===== src/rtl/trf_pkg.sv =====
package trf_pkg;

    // Kind of update applied to one register entry in a cycle.
    typedef enum logic [1:0] {
        UPD_HOLD   = 2'd0,
        UPD_RENAME = 2'd1,
        UPD_FILL   = 2'd2
    } upd_e;

endpackage


===== src/rtl/trf_entry.sv =====
module trf_entry #(
    parameter int DATA_W = 16,
    parameter int TAG_W  = 4,
    localparam int ENT_W = 1 + TAG_W + DATA_W
) (
    input  logic [ENT_W-1:0]  cur_i,
    input  logic              rename_hit_i,
    input  logic [TAG_W-1:0]  ren_tag_i,
    input  logic              bc_en_i,
    input  logic [TAG_W-1:0]  bc_tag_i,
    input  logic [DATA_W-1:0] bc_value_i,
    output logic [ENT_W-1:0]  nxt_o
);
    import trf_pkg::*;

    typedef struct packed {
        logic              valid;
        logic [TAG_W-1:0]  tag;
        logic [DATA_W-1:0] value;
    } entry_t;

    entry_t cur;
    entry_t nxt;
    upd_e   upd;

    assign cur = entry_t'(cur_i);

    always_comb begin
        upd = UPD_HOLD;
        if (rename_hit_i) begin
            upd = UPD_RENAME;
        end else if (bc_en_i && !cur.valid && (cur.tag == bc_tag_i)) begin
            upd = UPD_FILL;
        end
    end

    always_comb begin
        nxt = cur;
        case (upd)
            UPD_RENAME: begin
                nxt.valid = 1'b0;
                nxt.tag   = ren_tag_i;
            end
            UPD_FILL: begin
                nxt.valid = 1'b1;
                nxt.value = bc_value_i;
            end
            default: begin
                nxt = cur;
            end
        endcase
    end

    assign nxt_o = nxt;

endmodule


===== src/rtl/trf_lookup.sv =====
module trf_lookup #(
    parameter int NUM_REGS = 8,
    parameter int DATA_W   = 16,
    parameter int TAG_W    = 4,
    localparam int IDX_W   = (NUM_REGS > 1) ? $clog2(NUM_REGS) : 1,
    localparam int ENT_W   = 1 + TAG_W + DATA_W
) (
    input  logic [NUM_REGS-1:0][ENT_W-1:0] ents_i,
    input  logic [IDX_W-1:0]               idx_i,
    input  logic                           bc_en_i,
    input  logic [TAG_W-1:0]               bc_tag_i,
    input  logic [DATA_W-1:0]              bc_value_i,
    output logic                           ready_o,
    output logic [DATA_W-1:0]              value_o,
    output logic [TAG_W-1:0]               tag_o
);
    typedef struct packed {
        logic              valid;
        logic [TAG_W-1:0]  tag;
        logic [DATA_W-1:0] value;
    } entry_t;

    entry_t sel;
    logic   bypass;

    always_comb begin
        sel = entry_t'(ents_i[idx_i]);
        bypass = bc_en_i && !sel.valid && (sel.tag == bc_tag_i);
        ready_o = sel.valid || bypass;
        value_o = bypass ? bc_value_i : sel.value;
        tag_o   = sel.tag;
    end

endmodule


===== src/rtl/tagged_regfile.sv =====
module tagged_regfile #(
    parameter int NUM_REGS = 8,
    parameter int DATA_W   = 16,
    parameter int TAG_W    = 4,
    localparam int IDX_W   = (NUM_REGS > 1) ? $clog2(NUM_REGS) : 1,
    localparam int ENT_W   = 1 + TAG_W + DATA_W
) (
    input  logic              clk,
    input  logic              rst_n,
    input  logic [IDX_W-1:0]  src_a_idx,
    output logic              src_a_ready,
    output logic [DATA_W-1:0] src_a_value,
    output logic [TAG_W-1:0]  src_a_tag,
    input  logic [IDX_W-1:0]  src_b_idx,
    output logic              src_b_ready,
    output logic [DATA_W-1:0] src_b_value,
    output logic [TAG_W-1:0]  src_b_tag,
    input  logic              ren_en,
    input  logic [IDX_W-1:0]  ren_idx,
    input  logic [TAG_W-1:0]  ren_tag,
    input  logic              bc_en,
    input  logic [TAG_W-1:0]  bc_tag,
    input  logic [DATA_W-1:0] bc_value
);
    typedef struct packed {
        logic              valid;
        logic [TAG_W-1:0]  tag;
        logic [DATA_W-1:0] value;
    } entry_t;

    typedef struct packed {
        entry_t [NUM_REGS-1:0] ents;
    } state_t;

    state_t st_d;
    state_t st_q;

    logic [NUM_REGS-1:0][ENT_W-1:0] ents_flat;
    logic [NUM_REGS-1:0][ENT_W-1:0] nxt_flat;
    logic [NUM_REGS-1:0]            ren_hit;

    assign ents_flat = st_q.ents;

    // Per-register update logic.
    for (genvar gi = 0; gi < NUM_REGS; gi++) begin : g_ent
        assign ren_hit[gi] = ren_en && (ren_idx == IDX_W'(gi));

        trf_entry #(
            .DATA_W (DATA_W),
            .TAG_W  (TAG_W)
        ) i_entry (
            .cur_i        (ents_flat[gi]),
            .rename_hit_i (ren_hit[gi]),
            .ren_tag_i    (ren_tag),
            .bc_en_i      (bc_en),
            .bc_tag_i     (bc_tag),
            .bc_value_i   (bc_value),
            .nxt_o        (nxt_flat[gi])
        );
    end

    // Two independent source read ports.
    trf_lookup #(
        .NUM_REGS (NUM_REGS),
        .DATA_W   (DATA_W),
        .TAG_W    (TAG_W)
    ) i_look_a (
        .ents_i     (ents_flat),
        .idx_i      (src_a_idx),
        .bc_en_i    (bc_en),
        .bc_tag_i   (bc_tag),
        .bc_value_i (bc_value),
        .ready_o    (src_a_ready),
        .value_o    (src_a_value),
        .tag_o      (src_a_tag)
    );

    trf_lookup #(
        .NUM_REGS (NUM_REGS),
        .DATA_W   (DATA_W),
        .TAG_W    (TAG_W)
    ) i_look_b (
        .ents_i     (ents_flat),
        .idx_i      (src_b_idx),
        .bc_en_i    (bc_en),
        .bc_tag_i   (bc_tag),
        .bc_value_i (bc_value),
        .ready_o    (src_b_ready),
        .value_o    (src_b_value),
        .tag_o      (src_b_tag)
    );

    always_comb begin
        st_d = st_q;
        for (int i = 0; i < NUM_REGS; i++) begin
            st_d.ents[i] = entry_t'(nxt_flat[i]);
        end
    end

    always_ff @(posedge clk) begin
        if (!rst_n) begin
            for (int i = 0; i < NUM_REGS; i++) begin
                st_q.ents[i].valid <= 1'b1;
                st_q.ents[i].tag   <= '0;
                st_q.ents[i].value <= '0;
            end
        end else begin
            st_q <= st_d;
        end
    end

endmodule


===== config.mk =====
export PLATFORM = sky130hd
export DESIGN_NAME = tagged_regfile
export DESIGN_NICKNAME = d
export VERILOG_FILES = /design/src/rtl/trf_pkg.sv /design/src/rtl/trf_entry.sv /design/src/rtl/trf_lookup.sv /design/src/rtl/tagged_regfile.sv
export SDC_FILE = /design/constraint.sdc
export NUM_CORES = 1
export LEC_CHECK = 0
export BUFFER_PORTS_ARGS = -buffer_cell sky130_fd_sc_hd__buf_2
export CORE_ASPECT_RATIO = 0.8
export CORE_MARGIN = 2
export CORE_UTILIZATION = 35
export DETAILED_ROUTE_END_ITERATION = 7
export HOLD_SLACK_MARGIN = 0.12
export PLACE_DENSITY = 0.56
export SLEW_MARGIN = 15
export SYNTH_ARGS = -nofsm -noshare
export SYNTH_HDL_FRONTEND = slang
export SYNTH_SLANG_ARGS = --single-unit

===== constraint.sdc =====
create_clock -name clk -period 6.7 [get_ports clk]
set_input_delay 1.34 -clock clk [delete_from_list [all_inputs] [get_ports clk]]
set_output_delay 1.34 -clock clk [all_outputs]
set_load 0.01 [all_outputs]

==> results of run 1 <==
tightest hold or removal path, delay by kind of cell (launching register included):
kind / cells / cell delay [ns]
DFF: 1 / 0.35
AOI/OAI and AO/OA: 1 / 0.07
and+or+nand+nor: 1 / 0.06
area by class of cell:
type	count	area, um^2	area share [%]
Clock buffer	17	425.4	3.820
Clock inverter	15	153.9	1.382
Inverter	7	26.28	0.2360
Multi-Input combinational cell	603	6168	55.39
Sequential cell	168	3363	30.20
Tap cell	370	462.9	4.157
Timing Repair Buffer	97	535.5	4.809
per-stage QoR:
step / instance area, um^2 / power, W
floorplan: 9928 / 0.001174
global placement: 10560 / 0.001225
detailed placement: 10560 / 0.001226
CTS: 11140 / 0.002221
global route: 11140 / 0.002279
finish: 11140 / 0.002190
kinds of logic after synthesis:
logic type             synth area share (%)
multiplexers                          43.30
AND/OR/NAND/NOR                       14.18
flip-flops                            33.88
buffers and inverters                 4.247
XOR/XNOR                              3.604
AO/OA/AOI/OAI                        0.7940
cells in the mapped netlist:
library cell,number
clkbuf_1,51
mux2_1,9
buf_2,28
dfxtp_1,168
nand3_1,18
a21boi_0,8
nor2b_1,155
buf_1,7
mux2i_1,185
mux4_2,72
nor3_1,1
nand4_1,8
mux2_4,11
xor2_1,18
nor3b_2,1
or4_1,6
mux2_2,45
inv_1,7
buf_6,2
nand2b_1,2
xor2_2,1
nor4_4,2
a41o_1,1
nand3b_1,8
nor4_1,4
and4_1,1
o41ai_1,1
xnor2_1,21
buf_8,1
mux4_1,2
nor2_1,2
nand2_1,21
power by group through the flow:
stage               combinational [W]  clock (W)  sequential [W]
finish                       0.000188   0.000987         0.00101
global route                 0.000201    0.00106         0.00101
CTS                          0.000190    0.00102         0.00101
detailed placement           0.000189          0         0.00104
global placement             0.000188          0         0.00104
floorplan                    0.000140          0         0.00103
per-layer routing:
| metal | vias to the layer above | GRT usage (%) | wire length (um) |
|---|---|---|---|
| li1 | 3175 | - | - |
| met1 | 3325 | 26.46 | 13110 |
| met2 | 109 | 28.25 | 11890 |
| met3 | 9 | 3.199 | 918 |
| met4 | 0 | 3.780 | 170 |
| met5 | - | 0 | 0 |
worst paths after layout:
path / endpoint / cells past startpoint / startpoint
setup / recovery: src_a_value[3] / 8 / src_a_idx[0]
hold / removal: ents_flat[100]$_SDFFE_PN0N_ / 2 / ents_flat[100]$_SDFFE_PN0N_
setup reg to reg: ents_flat[74]$_SDFFE_PN0P_ / 6 / ents_flat[80]$_SDFFE_PN0N_
hold reg to reg: ents_flat[100]$_SDFFE_PN0N_ / 2 / ents_flat[100]$_SDFFE_PN0N_
==> results.sh, run 1 <==
export IMPL_status="finished clean"
export IMPL_die_y_um=154.6
export IMPL_largest_reg_flops=168
export IMPL_post_cts_setup_buffer_count=0
export IMPL_critical_path_slowest_cell="buf_2"
export IMPL_clock_latency_ns=0.45
export IMPL_ctsResizeCount=0
export IMPL_start_util_pct=35.36
export IMPL_drv_cap=0
export IMPL_syn_area_mm2=0.009928
export IMPL_synth_seq_cells=168
export IMPL_hold_class="reg -> reg"
export IMPL_wirelength_mm=26.09
export IMPL_first_pass_iters=4
export IMPL_fp_coreArea_mm2=0.02808
export IMPL_crit_arrival_ns=4.02
export IMPL_cp_start_kind="input pin"
export IMPL_synth_top_area_cell="dfxtp_1"
export IMPL_synth_area_leaders="dfxtp_1 (34%), mux2i_1 (19%), mux4_2 (16%)"
export IMPL_leakagePower_nw=4.532
export IMPL_synth_cells=867
export IMPL_wl_per_cell_um=20.43
export IMPL_ant_nets=0
export IMPL_port_buffers=78
export IMPL_synth_distinct_cells=32
export IMPL_place_gp_congestion=0.8387
export IMPL_cts_htree_levels=4
export IMPL_fin_worst_skew_ns=0.02656
export IMPL_r2r_slack_ns=4.14
export IMPL_dp_final_hpwl_mm=16.66
export IMPL_hold_viol_final=0
export IMPL_worstSetupEndpointType="output pin"
export IMPL_antenna_found_initial=0
export IMPL_setup_ws_ns=1.341
export IMPL_syn_num_nets=904
export IMPL_cellInternalPower_w=0.001611
export IMPL_slowest_delay_ns=0.59
export IMPL_hold_worst_slack_ns=0.5228
export IMPL_track_usage_pct=18.20
export IMPL_yosysSeqAreaShare_pct=33.88
export IMPL_yosys_area_top_type_share_pct=33.88
export IMPL_period_needed_ns=5.359
export IMPL_fin_cells=1277
export IMPL_clockPowerShare_pct=45.1
export IMPL_avgSynthCellArea_um2=11.45
export IMPL_final_common_cell="mux2i_1"
export IMPL_cp_common_cell="buf_2"
export IMPL_fmax_ghz=0.1866
export IMPL_cts_root_buf="clkbuf_16"
export IMPL_power_switching_w=0.0005785
export IMPL_cts_hold_buf=0
export IMPL_period_share_pct=79.99
export IMPL_path_buf_inv=3
export IMPL_utilization_pct=39.66
export IMPL_drv_slew=0
export IMPL_tritoncts="done"
export IMPL_clock_path_buffers=2
export IMPL_grt_pass1_vias=6617
export IMPL_io_pin_count=79
export IMPL_yosysWarnings=0
export IMPL_numCtsBuffers=17
export IMPL_die_width_um=192.3
export IMPL_finalSetupViolations=0
export IMPL_maxSlewHeadroom_pct=27.17
export IMPL_layout_drive_gt1_share_pct=29.22
export IMPL_place_ws_ns=1.334
export IMPL_grt_overflow_total=0
export IMPL_switching_share_pct=26.42
export IMPL_drcViolationCount=0
export IMPL_final_cell_mix="mux2i_1 (185), dfxtp_1 (168), nor2b_1 (155)"
export IMPL_crit_family="buffers and inverters"
export IMPL_vdd_drop_max_mv=0.1605
export IMPL_placedCellCount=1245
export IMPL_grt_max_degree=107
export IMPL_cts_sinks=168
export IMPL_syn2layout_area_growth_pct=12.16
export IMPL_worst_slew_pin_slew_ns=1.083
export IMPL_fin_tns_setup_ns=0
export IMPL_grt_pass1_wl_mm=40.44
export IMPL_crit_required_ns=5.36
export IMPL_rows=55
export IMPL_p_seq_share_pct=46.3
export IMPL_dieArea_mm2=0.02974
export IMPL_via_per_inst=5.182
export IMPL_path_cells="buf_2, mux2i_1, mux4_2, xnor2_1, nor4_4, buf_4, mux2_2, buf_2"
export IMPL_crit_fanout=24
export IMPL_vias=6618
export IMPL_power_density_mw_per_mm2=196.6
export IMPL_final_net_count=931
export IMPL_crit_type="in -> out"
export IMPL_clk_pin_slew_ns=0.07
export IMPL_combPwrFrac_pct=8.6
export IMPL_drtIter0Drc=347
export IMPL_num_antenna_cells=0
export IMPL_fillers=2781
export IMPL_rsz0062_at_grt="false"
(Power assumes the default switching activity.)
==> run 2: changes to the inputs <==
- ABC_AREA: default -> 1
- clock period: 6.7 -> 5.1 ns (I/O delays scaled with it)
==> results.sh, run 2 <==
export IMPL_crit_type="in -> out"
export IMPL_crit_arrival_ns=3.32
export IMPL_rows=55
export IMPL_synth_area_leaders="dfxtp_1 (34%), a21oi_1 (15%), o21ai_0 (14%)"
export IMPL_cts_hold_buf=0
export IMPL_worstHoldEndpoint="ents_flat[56]$_SDFFE_PN0P_"
export IMPL_dieArea_mm2=0.03000
export IMPL_hold_worst_slack_ns=0.4538
export IMPL_cp_start_kind="input pin"
export IMPL_final_net_count=1580
export IMPL_vias=10262
export IMPL_yosys_area_top_type_share_pct=33.57
export IMPL_final_common_cell="a21oi_1"
export IMPL_ant_nets=0
export IMPL_vdd_drop_max_mv=0.2307
export IMPL_fmax_ghz=0.2304
export IMPL_grt_overflow_total=0
export IMPL_r2r_worst_path_cells=8
export IMPL_die_width_um=193.1
export IMPL_finalPower_w=0.003092
export IMPL_place_gp_congestion=0.9413
export IMPL_drv_slew=0
export IMPL_yosys_top_cells_count="a21oi_1 (298), o21ai_0 (288), nand2_1 (258), inv_1 (194), dfxtp_1 (168)"
export IMPL_syn_area_mm2=0.01002
export IMPL_die_y_um=155.3
export IMPL_wirelength_mm=35.22
export IMPL_clk_pin_slew_ns=0.07
export IMPL_synth_ff_type="dfxtp_1"
export IMPL_layout_drive_gt1_share_pct=9.904
export IMPL_yosysSeqAreaShare_pct=33.57
export IMPL_port_buffers=78
export IMPL_synth_distinct_cells=30
export IMPL_hold_class="reg -> reg"
export IMPL_clock_path_buffers=2
export IMPL_synth_cells=1560
export IMPL_wl_per_cell_um=18.30
export IMPL_hold_depth=2
export IMPL_worstSetupEndpointType="output pin"
export IMPL_utilization_pct=38.57
export IMPL_grt_max_degree=79
export IMPL_r2r_end="ents_flat[116]$_SDFFE_PN0P_"
export IMPL_worst_slew_pin_slew_ns=1.162
export IMPL_track_usage_pct=23.36
export IMPL_tritoncts="done"
export IMPL_period_needed_ns=4.340
export IMPL_first_pass_iters=5
export IMPL_cts_htree_levels=4
export IMPL_period_share_pct=85.10
export IMPL_rsz0062_at_grt="false"
export IMPL_placed_area_mm2=0.01034
export IMPL_grt_pass1_vias=9065
export IMPL_avgSynthCellArea_um2=6.421
export IMPL_fillers=3028
export IMPL_largest_reg_flops=168
export IMPL_synth_most_common_cell="a21oi_1"
export IMPL_crit_required_ns=4.08
export IMPL_synth_top_area_cell="dfxtp_1"
export IMPL_grt_pass1_wl_mm=53.89
export IMPL_synth_seq_cells=168
export IMPL_fp_coreArea_mm2=0.02821
export IMPL_start_util_pct=35.50
export IMPL_cts_root_buf="clkbuf_16"
export IMPL_min_from="ents_flat[56]$_SDFFE_PN0P_"
export IMPL_syn_num_nets=1597
export IMPL_status="finished clean"
export IMPL_via_per_inst=5.331
export IMPL_async_flop_share_pct=0
export IMPL_io_pin_count=79
export IMPL_clock_latency_ns=0.43
export IMPL_synth_edf_count=0
export IMPL_fin_area_mm2=0.01088
export IMPL_finalSetupViolations=0
export IMPL_drcViolationCount=0
export IMPL_dp_final_hpwl_mm=23.34
export IMPL_fin_worst_skew_ns=0.01551
export IMPL_drv_cap=0
export IMPL_syn2layout_area_growth_pct=8.643
export IMPL_antenna_found_initial=2
export IMPL_ctsResizeCount=0
export IMPL_maxSlewHeadroom_pct=22.36
export IMPL_drtIter0Drc=997
export IMPL_hold_viol_final=0
export IMPL_power_density_mw_per_mm2=284.1
export IMPL_crit_fanout=22
export IMPL_r2r_start="ents_flat[125]$_SDFFE_PN1P_"
export IMPL_yosysWarnings=0
export IMPL_final_cell_mix="a21oi_1 (298), o21ai_0 (288), nand2_1 (258)"
export IMPL_num_antenna_cells=0
export IMPL_leakagePower_nw=4.183
export IMPL_fin_tns_setup_ns=0
export IMPL_post_cts_setup_buffer_count=0
export IMPL_numCtsBuffers=17
export IMPL_r2r_slack_ns=2.89
export IMPL_cts_sinks=168
[run 2: cell type report]
class	count	area, um^2	share of cell area (%)
Clock buffer	18	429.2	3.943
Clock inverter	13	111.4	1.023
Inverter	200	750.7	6.898
Multi-Input combinational cell	1058	5218	47.94
Sequential cell	168	3363	30.90
Tap cell	370	462.9	4.254
Timing Repair Buffer	98	548.0	5.036
[run 2: cell families after synthesis]
logic type             after synthesis  synth area share, %
AO/OA/AOI/OAI                      645                33.06
AND/OR/NAND/NOR                    407                18.12
buffers and inverters              334                14.34
flip-flops                         168                33.57
XOR/XNOR                             6               0.8994
[run 2: worst max path at each step]
stage	depth (start not counted)	slack, ns	endpoint	from
after floorplan	13	1.85	src_b_value[10]	src_b_idx[1]
after global placement	11	0.86	src_a_value[4]	src_a_idx[2]
after detailed placement	11	0.81	src_a_value[10]	src_a_idx[2]
after CTS	11	0.81	src_a_value[10]	src_a_idx[2]
after global routing	11	0.61	src_a_value[11]	src_a_idx[2]
final	11	0.76	src_a_value[11]	src_a_idx[2]
[run 2: critical path, cell delays in order]
cell and delay (ns):
buf_2 0.48, inv_1 0.48, nand3_1 0.25, nand2_1 0.09, nand2_1 0.08, nand2_1 0.05, nor2_1 0.11, nand3_2 0.36
nand2_1 0.19, nand2_1 0.06, buf_2 0.14
[run 2: stage by stage]
| step | setup WS (ns) | instances |
|---|---|---|
| floorplan | 1.849 | 1560 |
| global placement | 0.8569 | 1894 |
| detailed placement | 0.8086 | 1894 |
| CTS | 0.8053 | 1925 |
| global route | 0.6050 | 1925 |
| finish | 0.7600 | 1925 |
[run 2: per-layer routing]
layer  wire (um)  GRT usage [%]  vias up
met5          23              0        -
met4         548          5.952        4
met3        2462          4.218       39
met2       15170          35.00      337
met1       17020          34.29     4678
li1            -              -     5204
[run 2: where the power goes]
part	internal (W)	switching (W)	leakage, nW	total (W)
clock	0.000638	0.000600	0.259	0.00124
sequential	0.00133	0.00000664	1.36	0.00133
combinational	0.000146	0.000376	2.57	0.000522
==> run 3: changes to the inputs <==
- PLACE_DENSITY: 0.56 -> 0.61
==> results.sh, run 3 (same netlist as run 2, synthesis figures left out) <==
export IMPL_drv_cap=0
export IMPL_clock_path_buffers=2
export IMPL_cts_htree_levels=4
export IMPL_grt_overflow_total=0
export IMPL_ant_nets=0
export IMPL_wirelength_mm=35.46
export IMPL_vias=10464
export IMPL_status="finished clean"
export IMPL_syn2layout_area_growth_pct=9.692
export IMPL_final_common_cell="a21oi_1"
export IMPL_largest_reg_flops=168
export IMPL_worstSetupEndpointType="output pin"
export IMPL_clk_pin_slew_ns=0.07
export IMPL_fp_coreArea_mm2=0.02821
export IMPL_via_per_inst=5.422
export IMPL_maxSlewHeadroom_pct=22.34
export IMPL_ctsResizeCount=0
export IMPL_path_buf_inv=3
export IMPL_slowest_delay_ns=0.39
export IMPL_dieArea_mm2=0.03000
export IMPL_fmax_ghz=0.2419
export IMPL_first_pass_iters=6
export IMPL_setup_ws_ns=0.9661
export IMPL_path_cells="buf_4, buf_4, nand2_1, nand3_1, nand2_1, nand2_1, nand2_1, nor2_1, nand2_1, nor2_4, nand4_1, nand2_1, buf_2"
export IMPL_rsz0062_at_grt="false"
export IMPL_start_util_pct=35.50
export IMPL_period_needed_ns=4.134
export IMPL_fin_worst_skew_ns=0.01658
export IMPL_antenna_found_initial=1
export IMPL_final_net_count=1583
export IMPL_die_y_um=155.3
export IMPL_fin_tns_setup_ns=0
export IMPL_hold_viol_final=0
export IMPL_cts_hold_buf=0
export IMPL_drv_slew=0
export IMPL_grt_pass1_wl_mm=54.80
export IMPL_crit_fanout=38
export IMPL_period_share_pct=81.06
export IMPL_drtIter0Drc=1141
export IMPL_power_density_mw_per_mm2=296.4
export IMPL_finalSetupViolations=0
export IMPL_grt_max_degree=91
export IMPL_port_buffers=78
export IMPL_cp_start_kind="input pin"
export IMPL_crit_required_ns=4.08
export IMPL_worst_slew_pin_slew_ns=1.162
export IMPL_critical_path_slowest_cell="buf_4"
export IMPL_drcViolationCount=0
export IMPL_cts_sinks=168
export IMPL_hold_class="reg -> reg"
export IMPL_vdd_drop_max_mv=0.2125
export IMPL_clock_latency_ns=0.44
export IMPL_seq_area_mm2=0.003363
export IMPL_crit_family="simple AND/OR/NAND/NOR gates"
export IMPL_multiInputGateArea_mm2=0.005218
export IMPL_post_cts_setup_buffer_count=0
export IMPL_die_width_um=193.1
export IMPL_track_usage_pct=23.71
export IMPL_crit_type="in -> out"
export IMPL_crit_arrival_ns=3.11
export IMPL_finalPower_w=0.003257
export IMPL_fillers=3038
export IMPL_place_ws_ns=0.9995
export IMPL_numCtsBuffers=17
export IMPL_cp_common_cell="nand2_1"
export IMPL_wl_per_cell_um=18.37
export IMPL_leakagePower_nw=4.244
export IMPL_grt_pass1_vias=9245
export IMPL_final_cell_mix="a21oi_1 (298), o21ai_0 (288), nand2_1 (258)"
export IMPL_place_gp_congestion=0.9948
export IMPL_io_pin_count=79
export IMPL_tritoncts="done"
export IMPL_rows=55
export IMPL_layout_drive_gt1_share_pct=10.20
export IMPL_cts_root_buf="clkbuf_16"
export IMPL_dp_final_hpwl_mm=23.34
## run 3: cell count changes in the layout (fill, tap and decap cells not counted), moves of 2 or more
cell        before  now
inv_6            7    3
clkinvlp_4       3    1
buf_4           23   26
bufinv_16        0    3
clkinv_4         0    2
clkbuf_8         0    2
clkinv_2         1    3
## run 3: metal layers
metal	vias up	GRT usage [%]	part of all wire, %	wire length [um]
met1	4800	34.67	47	16580
met3	57	4.534	7.8	2783
met2	396	34.68	43	15170
li1	5209	-	-	-
met5	-	0	0.023	8
met4	2	7.756	2.6	910
## run 3: cell type report
| type | instances | share of cell area, % |
|---|---|---|
| antenna | 1 | 0.02277 |
| clock buffer | 19 | 4.122 |
| clock inverter | 13 | 1.526 |
| inverter | 200 | 6.832 |
| multi-input combinational | 1058 | 47.48 |
| sequential | 168 | 30.61 |
| tap | 370 | 4.213 |
| timing repair buffer | 101 | 5.192 |
## run 3: worst paths after layout
kind	start	end	slack [ns]	cells after the start
max	src_a_idx[0]	src_a_value[3]	0.97	13
min	ents_flat[134]$_SDFFE_PN0P_	ents_flat[134]$_SDFFE_PN0P_	0.45	2
max reg2reg	ents_flat[125]$_SDFFE_PN1P_	ents_flat[116]$_SDFFE_PN0P_	2.89	8
min reg2reg	ents_flat[134]$_SDFFE_PN0P_	ents_flat[134]$_SDFFE_PN0P_	0.45	2
## run 3: per-stage QoR
| step | area (um^2) | utilization, % | hold WS (ns) | std cells |
|---|---|---|---|---|
| 2_1_floorplan | 10020 | - | 0.4304 | 1560 |
| 3_3_place_gp | 10360 | 36.74 | 0.4417 | 1897 |
| 3_5_place_dp | 10360 | 36.74 | 0.4443 | 1897 |
| 4_1_cts | 10990 | 38.94 | 0.4547 | 1929 |
| 5_1_grt | 10990 | 38.94 | 0.4736 | 1929 |
| 6_report | 10990 | 38.94 | 0.4529 | 1930 |
## run 3: worst min-delay path, stage by stage, from the launching register on
cell     delay (ns)
dfxtp_1        0.31
inv_1          0.05
a21oi_1        0.05
## run 3: power breakdown
| group | internal (W) | switching (W) |
|---|---|---|
| sequential | 0.00133 | 0.00000693 |
| combinational | 0.000147 | 0.000377 |
| clock | 0.000805 | 0.000596 |
| total | 0.00228 | 0.000979 |
